**config.mk**
```make
export PLATFORM = sky130hd
export DESIGN_NAME = bus_park_arbiter
export DESIGN_NICKNAME = d
export VERILOG_FILES = /design/src/rtl/bpa_pkg.sv /design/src/rtl/bpa_cfg_reg.sv /design/src/rtl/bpa_prio_pick.sv /design/src/rtl/bpa_tenure_track.sv /design/src/rtl/bus_park_arbiter.sv
export SDC_FILE = /design/constraint.sdc
export NUM_CORES = 1
export LEC_CHECK = 0
export BUFFER_PORTS_ARGS = -buffer_cell sky130_fd_sc_hd__buf_2
export CAP_MARGIN = 20
export CORE_AREA = 2 2 46 48
export DETAILED_ROUTE_END_ITERATION = 10
export DIE_AREA = 0 0 48 50
export PLACE_DENSITY = 0.77
export SYNTH_ARGS = -nofsm -noshare
export SYNTH_HDL_FRONTEND = slang
export SYNTH_SLANG_ARGS = --single-unit
```
**constraint.sdc**
```tcl
create_clock -name clk -period 3.7 [get_ports clk]
set_input_delay 0.74 -clock clk [delete_from_list [all_inputs] [get_ports clk]]
set_output_delay 0.74 -clock clk [all_outputs]
set_load 0.005 [all_outputs]
```
**src/rtl/bpa_pkg.sv**
```systemverilog
package bpa_pkg;
  typedef enum logic [1:0] {
    PARK_NONE = 2'b00,
    PARK_RSVD = 2'b01,
    PARK_LAST = 2'b10,
    PARK_PROG = 2'b11
  } park_mode_e;
endpackage

```
**src/rtl/bpa_cfg_reg.sv**
```systemverilog
module bpa_cfg_reg
  import bpa_pkg::*;
#(
  parameter int IDXW = 3,
  localparam int CFGW = IDXW + 3
) (
  input  logic            clk,
  input  logic            rst_n,
  input  logic            wr_en,
  input  logic [CFGW-1:0] wr_data,
  output park_mode_e      mode,
  output logic [IDXW-1:0] prog_idx,
  output logic            pipe_dis
);
  always_ff @(posedge clk) begin
    if (!rst_n) begin
      mode     <= PARK_NONE;
      prog_idx <= '0;
      pipe_dis <= 1'b1;
    end else if (wr_en) begin
      mode     <= park_mode_e'(wr_data[1:0]);
      prog_idx <= wr_data[IDXW+1:2];
      pipe_dis <= wr_data[IDXW+2];
    end
  end
endmodule

```
**src/rtl/bpa_prio_pick.sv**
```systemverilog
module bpa_prio_pick #(
  parameter int N    = 8,
  parameter int IDXW = 3
) (
  input  logic [N-1:0]    req,
  output logic            any,
  output logic [IDXW-1:0] idx
);
  always_comb begin
    idx = '0;
    for (int i = N - 1; i >= 0; i--) begin
      if (req[i]) idx = IDXW'(i);
    end
  end
  assign any = |req;
endmodule

```
**src/rtl/bpa_tenure_track.sv**
```systemverilog
module bpa_tenure_track #(
  parameter int MAXO = 2,
  localparam int CW = $clog2(MAXO + 1)
) (
  input  logic          clk,
  input  logic          rst_n,
  input  logic          addr_end,
  input  logic          data_end,
  input  logic          pipe_dis,
  output logic [CW-1:0] outstanding,
  output logic          start_ok
);
  logic          dec;
  logic [CW-1:0] limit;

  assign dec   = data_end && (outstanding != '0);
  assign limit = pipe_dis ? CW'(1) : CW'(MAXO);
  assign start_ok = outstanding < limit;

  always_ff @(posedge clk) begin
    if (!rst_n) outstanding <= '0;
    else outstanding <= outstanding + CW'(addr_end) - CW'(dec);
  end
endmodule

```
**src/rtl/bus_park_arbiter.sv**
```systemverilog
module bus_park_arbiter
  import bpa_pkg::*;
#(
  parameter int NUM_MASTERS     = 8,
  parameter int MAX_OUTSTANDING = 2,
  localparam int IDXW  = (NUM_MASTERS > 1) ? $clog2(NUM_MASTERS) : 1,
  localparam int CFGW  = IDXW + 3,
  localparam int CNT_W = $clog2(MAX_OUTSTANDING + 1)
) (
  input  logic                   clk,
  input  logic                   rst_n,
  input  logic [NUM_MASTERS-1:0] req,
  input  logic                   addr_done,
  input  logic                   data_done,
  input  logic                   cfg_wr_en,
  input  logic [CFGW-1:0]        cfg_wr_data,
  output logic [NUM_MASTERS-1:0] grant,
  output logic                   parked
);
  park_mode_e       cfg_mode;
  logic [IDXW-1:0]  cfg_idx;
  logic             cfg_pipe_dis;
  logic [CNT_W-1:0] outstanding;
  logic             start_ok;
  logic             pick_any;
  logic [IDXW-1:0]  pick_idx;

  logic             in_addr;
  logic [IDXW-1:0]  owner;
  logic [IDXW-1:0]  last_idx;
  logic             last_vld;

  logic             park_en;
  logic [IDXW-1:0]  park_idx;
  logic [IDXW-1:0]  win_idx;
  logic             start;
  logic             show_vld;
  logic [IDXW-1:0]  show_idx;

  bpa_cfg_reg #(.IDXW(IDXW)) u_cfg (
    .clk(clk), .rst_n(rst_n), .wr_en(cfg_wr_en), .wr_data(cfg_wr_data),
    .mode(cfg_mode), .prog_idx(cfg_idx), .pipe_dis(cfg_pipe_dis)
  );

  bpa_prio_pick #(.N(NUM_MASTERS), .IDXW(IDXW)) u_pick (
    .req(req), .any(pick_any), .idx(pick_idx)
  );

  bpa_tenure_track #(.MAXO(MAX_OUTSTANDING)) u_trk (
    .clk(clk), .rst_n(rst_n), .addr_end(in_addr && addr_done),
    .data_end(data_done), .pipe_dis(cfg_pipe_dis),
    .outstanding(outstanding), .start_ok(start_ok)
  );

  // Parking target: programmed index (if in range) or the last owner.
  always_comb begin
    park_idx = (cfg_mode == PARK_PROG) ? cfg_idx : last_idx;
    unique case (cfg_mode)
      PARK_PROG: park_en = start_ok && (32'(cfg_idx) < NUM_MASTERS);
      PARK_LAST: park_en = start_ok && last_vld;
      default:   park_en = 1'b0;
    endcase
  end

  assign win_idx  = (park_en && req[park_idx]) ? park_idx : pick_idx;
  assign start    = !in_addr && start_ok && pick_any;
  assign show_vld = in_addr || park_en;
  assign show_idx = in_addr ? owner : park_idx;
  assign parked   = !in_addr && park_en;

  always_ff @(posedge clk) begin
    if (!rst_n) begin
      in_addr  <= 1'b0;
      owner    <= '0;
      last_idx <= '0;
      last_vld <= 1'b0;
    end else if (start) begin
      in_addr  <= 1'b1;
      owner    <= win_idx;
      last_idx <= win_idx;
      last_vld <= 1'b1;
    end else if (in_addr && addr_done) begin
      in_addr  <= 1'b0;
    end
  end

  for (genvar g = 0; g < NUM_MASTERS; g++) begin : g_grant
    assign grant[g] = show_vld && (show_idx == IDXW'(g));
  end
endmodule

```
==> results of run 1 <==
## cells in the mapped netlist, types with 2 or more instances
library cell / number
sky130_fd_sc_hd__a21oi_1: 4
sky130_fd_sc_hd__mux2_4: 2
sky130_fd_sc_hd__a211oi_1: 2
sky130_fd_sc_hd__clkbuf_1: 3
sky130_fd_sc_hd__nand2_1: 5
sky130_fd_sc_hd__xnor2_1: 2
sky130_fd_sc_hd__dfxtp_1: 13
sky130_fd_sc_hd__nand3_1: 8
sky130_fd_sc_hd__inv_1: 6
sky130_fd_sc_hd__a31oi_1: 6
sky130_fd_sc_hd__a41oi_1: 2
sky130_fd_sc_hd__ha_1: 3
sky130_fd_sc_hd__nand4_1: 4
sky130_fd_sc_hd__nor4_1: 2
sky130_fd_sc_hd__o21ai_0: 7
sky130_fd_sc_hd__mux2i_1: 7
sky130_fd_sc_hd__nor2_1: 12
sky130_fd_sc_hd__nor3_1: 4
sky130_fd_sc_hd__nor3b_1: 2
sky130_fd_sc_hd__nor2b_1: 8
sky130_fd_sc_hd__and2_1: 3
sky130_fd_sc_hd__o21a_1: 3
## layer usage
| layer | GRT usage [%] | up-vias |
|---|---|---|
| met4 | 7.66 | 0 |
| li1 | - | 523 |
| met2 | 38.4 | 32 |
| met5 | 0 | - |
| met3 | 6.59 | 5 |
| met1 | 26.7 | 480 |
## through the flow
stage / hold WS (ns) / utilization [%] / setup WS, ns / cells / cell area (um2)
final: 0.487 / 61.6 / 1.11 / 180 / 1170
after global routing: 0.533 / 61.6 / 0.916 / 180 / 1170
after CTS: 0.497 / 61.6 / 1.10 / 180 / 1170
after detailed placement: 0.479 / 60.2 / 1.43 / 176 / 1140
after global placement: 0.465 / 60.2 / 1.48 / 176 / 1140
after floorplan: 0.435 / - / 1.60 / 125 / 987
## power groups by stage
stage	Clock [mW]	Sequential [mW]	Combinational, mW
2_1_floorplan	0	0.203	0.225
3_3_place_gp	0	0.214	0.278
6_report	0.0911	0.213	0.293
4_1_cts	0.0948	0.213	0.294
3_5_place_dp	0	0.216	0.293
5_1_grt	0.0995	0.222	0.332
## logic make-up (layout without fill, tap and decap cells)
group	count (synthesis)	in the layout
and+or+nand+nor	54	54
AOI/OAI and AO/OA	34	34
adders and majority gates	3	3
xor gates and xnor gates	2	2
muxes	10	10
buffers and inverters	9	37
DFF	13	13
## flip-flops by register name, indices dropped and copies added, names as in the netlist
register,count
last_idx,3
u_cfg.prog_idx,3
u_cfg.mode,2
u_trk.outstanding,2
in_addr,1
last_vld,1
u_cfg.pipe_dis,1
## layout make-up
| type | count | area share [%] |
|---|---|---|
| Clock buffer | 4 | 2.24 |
| Timing Repair Buffer | 27 | 11.5 |
| Sequential cell | 13 | 22.2 |
| Tap cell | 27 | 2.88 |
| Multi-Input combinational cell | 103 | 59.2 |
| Inverter | 6 | 1.92 |
## final timing paths
| path | start | end | slack [ns] | cells past startpoint |
|---|---|---|---|---|
| setup / recovery | u_cfg.pipe_dis | grant[2] | 1.11 | 6 |
| hold / removal | last_vld | last_vld | 0.49 | 1 |
| setup reg to reg | u_cfg.pipe_dis | last_idx[2] | 1.85 | 5 |
| hold reg to reg | last_vld | last_vld | 0.49 | 1 |
==> out/qor.yml, run 1 <==
fp.dieW_um: 48
cpPeakStageDelay_ns: 0.35
finalWeightedCongestion: 0.861
largest_net_degree_at_the_start_of_global_routing: 14
routed-wl-met2_um: 1250
power.switching_fraction_pct: 42.0
synth_simple_gate_area_share_pct: 29.4
p_seq_share_pct: 35.7
dr_total_vias: 1040
post_cts_resized: 0
post_cts_setup_buffer_count: 0
outcome: "finished, final reports clean"
synth_cell_types: 39
critical_path.top_delay_family: "compound AO/OA/AOI/OAI gates"
timing.critical_path.cells: "ha_1 -> a211o_2 -> nor3_1 -> a21oi_1 -> nor2_1 -> buf_2"
yosys_most_used_dff: "sky130_fd_sc_hd__dfxtp_1"
unrepaired_setup_endpoints_after_global_routing: "no"
drv_slew: 0
n_antenna_cell: 0
hold_violations: 0
total_of_max_cap_violations: 0
post_synth_inst_count: 125
min_period_ns: 2.59
critical-path-slowest-cell: "sky130_fd_sc_hd__a211o_2"
ff_latch_area_um2: 260
multi_input_area_um2: 693
max_clock_freq_mhz: 386
hpwlAfterDp_um: 1910
syn-mean-instance-area_um2: 7.90
layout_common_cells: "sky130_fd_sc_hd__buf_2, sky130_fd_sc_hd__dfxtp_1, sky130_fd_sc_hd__nor2_1, sky130_fd_sc_hd__nor2b_1, sky130_fd_sc_hd__nand3_1"
cts_max_path_buffers: 2
post-route-period-util_pct: 70.0
clock_transition_at_the_registers_of_the_reported_paths_ns: 0.07
initial_utilization_pct: 51.9
synth-edff-count: 0
worst-endpoint-arrival_ns: 1.85
post_drt_wl_per_cell_um: 13.1
leading_cell_type_in_the_layout_fill_and_taps_excluded: "sky130_fd_sc_hd__buf_2"
finish.net_count: 176
gr-usage-all-layers_pct: 22.9
highest-signal-layer: "met4"
route.antenna.remaining_nets: 0
largest_driver_fanout_on_the_critical_path: 5
area_fraction_in_compound_gates_after_synthesis_pct: 23.7
share_of_total_power_in_combinational_logic_pct: 49.1
post_synthesis_adder_cell_area_fraction_pct: 3.80
clock-root-buffer: "sky130_fd_sc_hd__clkbuf_4"
remaining_drc_errors: 0
timing_worst_setup_path_type: "reg2out"
cts_buffers: 3
holdBufCountCts: 0
syn-cell-area_um2: 987
postRouteWirelength_um: 2360
power_mw: 0.598
share_clk_of_total_power_pct: 15.2
io_pins: 28
clock_tree_from_tritoncts: "built"
areaGrowthSynthToFinish_pct: 18.6
globalRoute.totalOverflow: 0
htree_num_levels: 1
clock-sinks: 13
synth_nets: 147
slew_headroom_pct: 61.4
synth_top_family_by_area: "simple AND/OR/NAND/NOR gates"
clk_latency_ns: 0.29
dr_wl_met3_um: 117
clock-skew-final_ns: 0.00649
floorplan.core_area_mm2: 0.00190
hold_class: "reg2reg"
setup.worst_path.end_class: "output port"
grt_antenna_before_repair: 0
power_density_mw_per_mm2: 510
fillerInstances: 179
setup-violations-final: 0
vias_per_cell: 5.78
internal_power_mw: 0.346
synth_seq_cells: 13
chipHeight_um: 50
wl_met1_um: 954
synth_top_area_cell: "sky130_fd_sc_hd__dfxtp_1"
worst_setup_path_start_kind: "flip-flop"
critical_path_buffers_and_inverters: 1
detail_route.iter0.violations: 25
rows: 16
tns_ns: 0
switchingPower_mw: 0.251
leakage_nw: 0.504
first_pass_grt_wire_length_um: 3940
first_global_vias: 932
synth_area_leaders: "sky130_fd_sc_hd__dfxtp_1, sky130_fd_sc_hd__mux2i_1, sky130_fd_sc_hd__nor2b_1"
required_ns: 2.96
xor_xnor_share_of_the_synthesized_area_pct: 1.77
share_of_synthesized_area_spent_on_multiplexers_pct: 11.5
die_area_mm2: 0.00240
timing_worst_slew_pin_value_ns: 0.577
synth.top_cell.area_share_pct: 26.4
synth-async-reset-ratio_pct: 0
placement.io_buffers: 27
yosys_warnings: 0
drive_gt1_share_pct: 26.1
worst_ir_drop_vdd_mv: 0.338
detailedRoute.firstPassIterationCount: 4
synth_seq_area_share_pct: 26.4
Note: power is estimated with default switching activity, not from simulation.
==> inputs of run 2 (changes only) <==
CORE_AREA = 2 2 47 49   (was 2 2 46 48)
DIE_AREA = 0 0 49 51   (was 0 0 48 50)
PLACE_DENSITY = 0.74   (was 0.77)
clock period = 2.4 ns   (was 3.7 ns; I/O delays follow)
==> run 2 against run 1 <==
  * Combinational power increased by 60%
  * Sequential power increased by 56%
  * Worst hold slack got worse by 0.075 ns
==> out/qor.yml, run 2 (synthesized netlist as in run 1, its figures left out) <==
largest_net_degree_at_the_start_of_global_routing: 14
final_core_utilization_pct: 58.3
chipHeight_um: 51
p_seq_share_pct: 35.3
n_antenna_cell: 0
holdBufCountCts: 0
critical_path.top_delay_family: "compound AO/OA/AOI/OAI gates"
htree_num_levels: 1
fp.dieW_um: 49
share_clk_of_total_power_pct: 14.8
final_cells: 181
vias_per_cell: 5.85
drv_slew: 0
floorplan.core_area_mm2: 0.00206
power_density_mw_per_mm2: 781
finish.net_count: 176
postRouteWirelength_um: 2410
post-route-period-util_pct: 94.5
first_global_vias: 905
reg.largest.list: "last_idx (3), u_cfg.prog_idx (3)"
power.switching_fraction_pct: 42.4
hold_violations: 0
leading_cell_type_in_the_layout_fill_and_taps_excluded: "sky130_fd_sc_hd__buf_2"
remaining_drc_errors: 0
clk_latency_ns: 0.28
cts_max_path_buffers: 2
clock_tree_from_tritoncts: "built"
initial_utilization_pct: 47.8
dr_total_vias: 1059
io_pins: 28
outcome: "finished, final reports clean"
clock-sinks: 13
worst_ir_drop_vdd_mv: 0.525
setup.worst_path.end_class: "output port"
die_area_mm2: 0.00250
critical-path-slowest-cell: "sky130_fd_sc_hd__dfxtp_1"
placedCellCount: 177
worst-endpoint-arrival_ns: 1.79
largest_driver_fanout_on_the_critical_path: 5
clock_transition_at_the_registers_of_the_reported_paths_ns: 0.08
grt_antenna_before_repair: 0
globalRoute.totalOverflow: 0
placement.io_buffers: 27
detail_route.iter0.violations: 10
placement.setup.worst_slack_ns: 0.371
share_of_total_power_in_combinational_logic_pct: 49.9
switchingPower_mw: 0.398
clock-skew-final_ns: 0.00196
gr-usage-all-layers_pct: 20.4
slew_headroom_pct: 63.1
post_drt_wl_per_cell_um: 13.3
internal_power_mw: 0.541
timing_worst_slew_pin_value_ns: 0.552
hpwlAfterDp_um: 1920
finalWeightedCongestion: 0.853
total_of_max_cap_violations: 0
layout_common_cells: "sky130_fd_sc_hd__buf_2, sky130_fd_sc_hd__nor2_1, sky130_fd_sc_hd__dfxtp_1, sky130_fd_sc_hd__nor2b_1, sky130_fd_sc_hd__nand3_1"
unrepaired_setup_endpoints_after_global_routing: "no"
critical_path_buffers_and_inverters: 1
leakage_nw: 0.510
rows: 17
cts_buffers: 3
max_clock_freq_mhz: 441
final.setup.worst_slack_ns: 0.133
required_ns: 1.92
worst_setup_path_start_kind: "flip-flop"
detailedRoute.firstPassIterationCount: 4
timing_worst_setup_path_type: "reg2out"
clock-root-buffer: "sky130_fd_sc_hd__clkbuf_4"
setup-violations-final: 0
drive_gt1_share_pct: 30.1
route.antenna.remaining_nets: 0
tns_ns: 0
hold_class: "in2reg"
timing.critical_path.cells: "ha_4 -> a211o_4 -> nor3_2 -> a21oi_1 -> nor2_1 -> buf_2"
areaGrowthSynthToFinish_pct: 21.8
first_pass_grt_wire_length_um: 3970
fillerInstances: 208
min_period_ns: 2.27
cpPeakStageDelay_ns: 0.41
==> run 2: worst paths after layout <==
path         slack, ns  cells after the start            startpoint              to
min               0.41                      3        cfg_wr_data[5]  u_cfg.pipe_dis
max reg2reg       0.47                      6           last_idx[0]     last_idx[0]
min reg2reg       0.49                      1              last_vld        last_vld
max               0.13                      6  u_trk.outstanding[1]        grant[1]
==> run 2: worst reg2reg max path, cell delays in order, from the launching register on <==
cell	delay, ns
sky130_fd_sc_hd__dfxtp_1	0.41
sky130_fd_sc_hd__a21boi_0	0.42
sky130_fd_sc_hd__o21ai_0	0.21
sky130_fd_sc_hd__nand4_1	0.16
sky130_fd_sc_hd__nand4_2	0.13
sky130_fd_sc_hd__or3_1	0.33
sky130_fd_sc_hd__a31oi_1	0.20
==> run 2: timing repair <==
item / in CTS / in global routing
endpoints found under the hold margin: 0 / 0
setup buffers: 0 / 0
gates resized for setup: 0 / 6
setup endpoints to repair: 0 / 8
==> run 2: final cells by class <==
cell class / instances / area [um2] / area share (%)
Clock buffer: 3 / 22.5 / 1.87
Multi-Input combinational cell: 103 / 718 / 59.7
Timing Repair Buffer: 27 / 135 / 11.2
Sequential cell: 13 / 264 / 22.0
Inverter: 6 / 22.5 / 1.87
Tap cell: 28 / 35.0 / 2.91
Clock inverter: 1 / 5.00 / 0.416
==> run 2: power groups by stage <==
stage          Sequential, mW  Clock, mW  Combinational [mW]
2_1_floorplan           0.314          0               0.346
3_5_place_dp            0.333          0               0.449
4_1_cts                 0.327      0.145               0.451
6_report                0.332      0.139               0.468
3_3_place_gp            0.328          0               0.431
5_1_grt                 0.341      0.151               0.526
==> run 2: per-layer routing <==
layer | wire (um) | share of wire [%] | global-route usage [%] | up-vias
met5 | 0 | 0 | 0 | -
met4 | 28 | 1.2 | 8.10 | 0
met3 | 168 | 7.0 | 4.39 | 4
met2 | 1180 | 49 | 36.1 | 34
met1 | 1030 | 43 | 24.2 | 499
li1 | - | - | - | 522
==> run 2: metrics by stage <==
stage | hold slack (ns) | cell area (um2) | power [mW]
floorplan | 0.435 | 987 | 0.660
global placement | 0.448 | 1150 | 0.759
detailed placement | 0.484 | 1150 | 0.782
CTS | 0.407 | 1170 | 0.923
global route | 0.434 | 1200 | 1.02
finish | 0.412 | 1200 | 0.939
==> inputs of run 3 (changes only) <==
REMOVE_ABC_BUFFERS = 1   (was unset)
==> run 3 against run 2 <==
  * Critical path depth stayed put
  * Critical endpoint is now grant[2]
  * Clock-buffer cell count stayed put
  * Total power is 1.5% higher
  * Largest cell class unchanged
  * Sequential power hardly changed
  * Largest power group unchanged
==> out/qor.yml, run 3 (synthesized netlist as in run 1, its figures left out) <==
hpwlAfterDp_um: 1920
remaining_drc_errors: 0
detail_route.iter0.violations: 41
post_drt_wl_per_cell_um: 13.6
fp.dieW_um: 49
initial_utilization_pct: 47.8
clock-skew-final_ns: 0.00126
post_cts_setup_buffer_count: 0
power_density_mw_per_mm2: 790
leakage_nw: 0.511
timing_worst_setup_path_type: "reg2out"
detailedRoute.firstPassIterationCount: 4
cpPeakStageDelay_ns: 0.40
dr_total_vias: 1041
chipHeight_um: 51
required_ns: 1.92
globalRoute.totalOverflow: 0
outcome: "finished, final reports clean"
clk_latency_ns: 0.28
clock_tree_from_tritoncts: "built"
placement.io_buffers: 27
max_clock_freq_mhz: 443
clock-sinks: 13
drv_slew: 0
worst_ir_drop_vdd_mv: 0.583
largest_net_degree_at_the_start_of_global_routing: 14
total_of_max_cap_violations: 0
timing_worst_slew_pin_value_ns: 0.602
leading_cell_type_in_the_layout_fill_and_taps_excluded: "sky130_fd_sc_hd__buf_2"
first_pass_grt_wire_length_um: 4150
io_pins: 28
drive_gt1_share_pct: 31.4
rr_worst_depth: 6
n_antenna_cell: 0
fillerInstances: 202
hold_class: "in2reg"
setup-violations-final: 0
hold-path-cell-count: 3
slew_headroom_pct: 59.8
areaGrowthSynthToFinish_pct: 22.3
htree_num_levels: 1
critical-path-slowest-cell: "sky130_fd_sc_hd__dfxtp_2"
finish.net_count: 176
min_period_ns: 2.26
postRouteWirelength_um: 2460
first_global_vias: 997
cts_buffers: 3
hold_violations: 0
vias_per_cell: 5.75
grt_antenna_before_repair: 0
worst-endpoint-arrival_ns: 1.78
largest_driver_fanout_on_the_critical_path: 8
cts_max_path_buffers: 2
worst_setup_path_start_kind: "flip-flop"
post-route-period-util_pct: 94.1
clock-root-buffer: "sky130_fd_sc_hd__clkbuf_4"
reg.largest.list: "last_idx (3), u_cfg.prog_idx (3)"
finalWeightedCongestion: 0.856
final.setup.worst_slack_ns: 0.141
die_area_mm2: 0.00250
clock_transition_at_the_registers_of_the_reported_paths_ns: 0.08
power_mw: 0.953
floorplan.core_area_mm2: 0.00206
placement.setup.worst_slack_ns: 0.385
timing.critical_path.cells: "nand2_2 -> or2_2 -> nor3b_1 -> a31oi_1 -> nor2_1 -> buf_2"
gr-usage-all-layers_pct: 21.4
rows: 17
layout_common_cells: "sky130_fd_sc_hd__buf_2, sky130_fd_sc_hd__nor2_1, sky130_fd_sc_hd__dfxtp_1, sky130_fd_sc_hd__nor2b_1, sky130_fd_sc_hd__nand3_1"
setup.worst_path.end_class: "output port"
route.antenna.remaining_nets: 0
-- run 3: cell counts in the layout (fill, tap and decap cells not counted) --
No cell type changed its count.
-- run 3: routing by layer --
layer | GRT usage [%] | routed length, um | up-vias
li1 | - | - | 525
met1 | 26.2 | 1120 | 469
met2 | 35.2 | 1160 | 42
met3 | 3.51 | 118 | 5
met4 | 13.3 | 51 | 0
met5 | 0 | 0 | -
-- run 3: power breakdown --
group / internal [mW] / switching, mW / total [mW]
Combinational: 0.215 / 0.265 / 0.481
Sequential: 0.267 / 0.0651 / 0.333
Clock: 0.0620 / 0.0783 / 0.140
-- run 3: stage by stage --
stage                     cell area [um2]  util (%)  std cells  hold slack, ns  TNS [ns]
after CTS                            1170      56.9        181           0.408         0
final                                1210      58.5        181           0.409         0
after floorplan                       976         -        122           0.435         0
after global routing                 1210      58.5        181           0.431  -0.00512
after detailed placement             1150      55.5        177           0.450         0
after global placement               1150      55.5        177           0.448         0
-- run 3: final cells by class --
class                           count  area [um2]  area share (%)
Multi-Input combinational cell    103         722            59.8
Sequential cell                    13         265            22.0
Clock buffer                        3        22.5            1.87
Clock inverter                      1        5.00           0.415
Inverter                            6        22.5            1.87
Tap cell                           28        35.0            2.90
Timing Repair Buffer               27         135            11.2
-- run 3: worst paths after layout --
| path | from | to | slack [ns] |
|---|---|---|---|
| max reg2reg | last_idx[0] | last_idx[0] | 0.49 |
| min reg2reg | last_vld | last_vld | 0.47 |
| max | u_cfg.mode[0] | grant[2] | 0.14 |
| min | cfg_wr_data[5] | u_cfg.pipe_dis | 0.41 |
-- run 3: worst max-delay path: cells and delay by family (launching register included) --
family                 cells  cell delay [ns]
AO/OA/AOI/OAI              1             0.10
buffers and inverters      1             0.13
flip-flops                 1             0.40
AND/OR/NAND/NOR            4             0.88
-- run 3: timing repair --
action,4_1_cts,5_1_grt
gates resized for setup,0,8
hold buffers,0,0
endpoints found under the setup margin,0,8
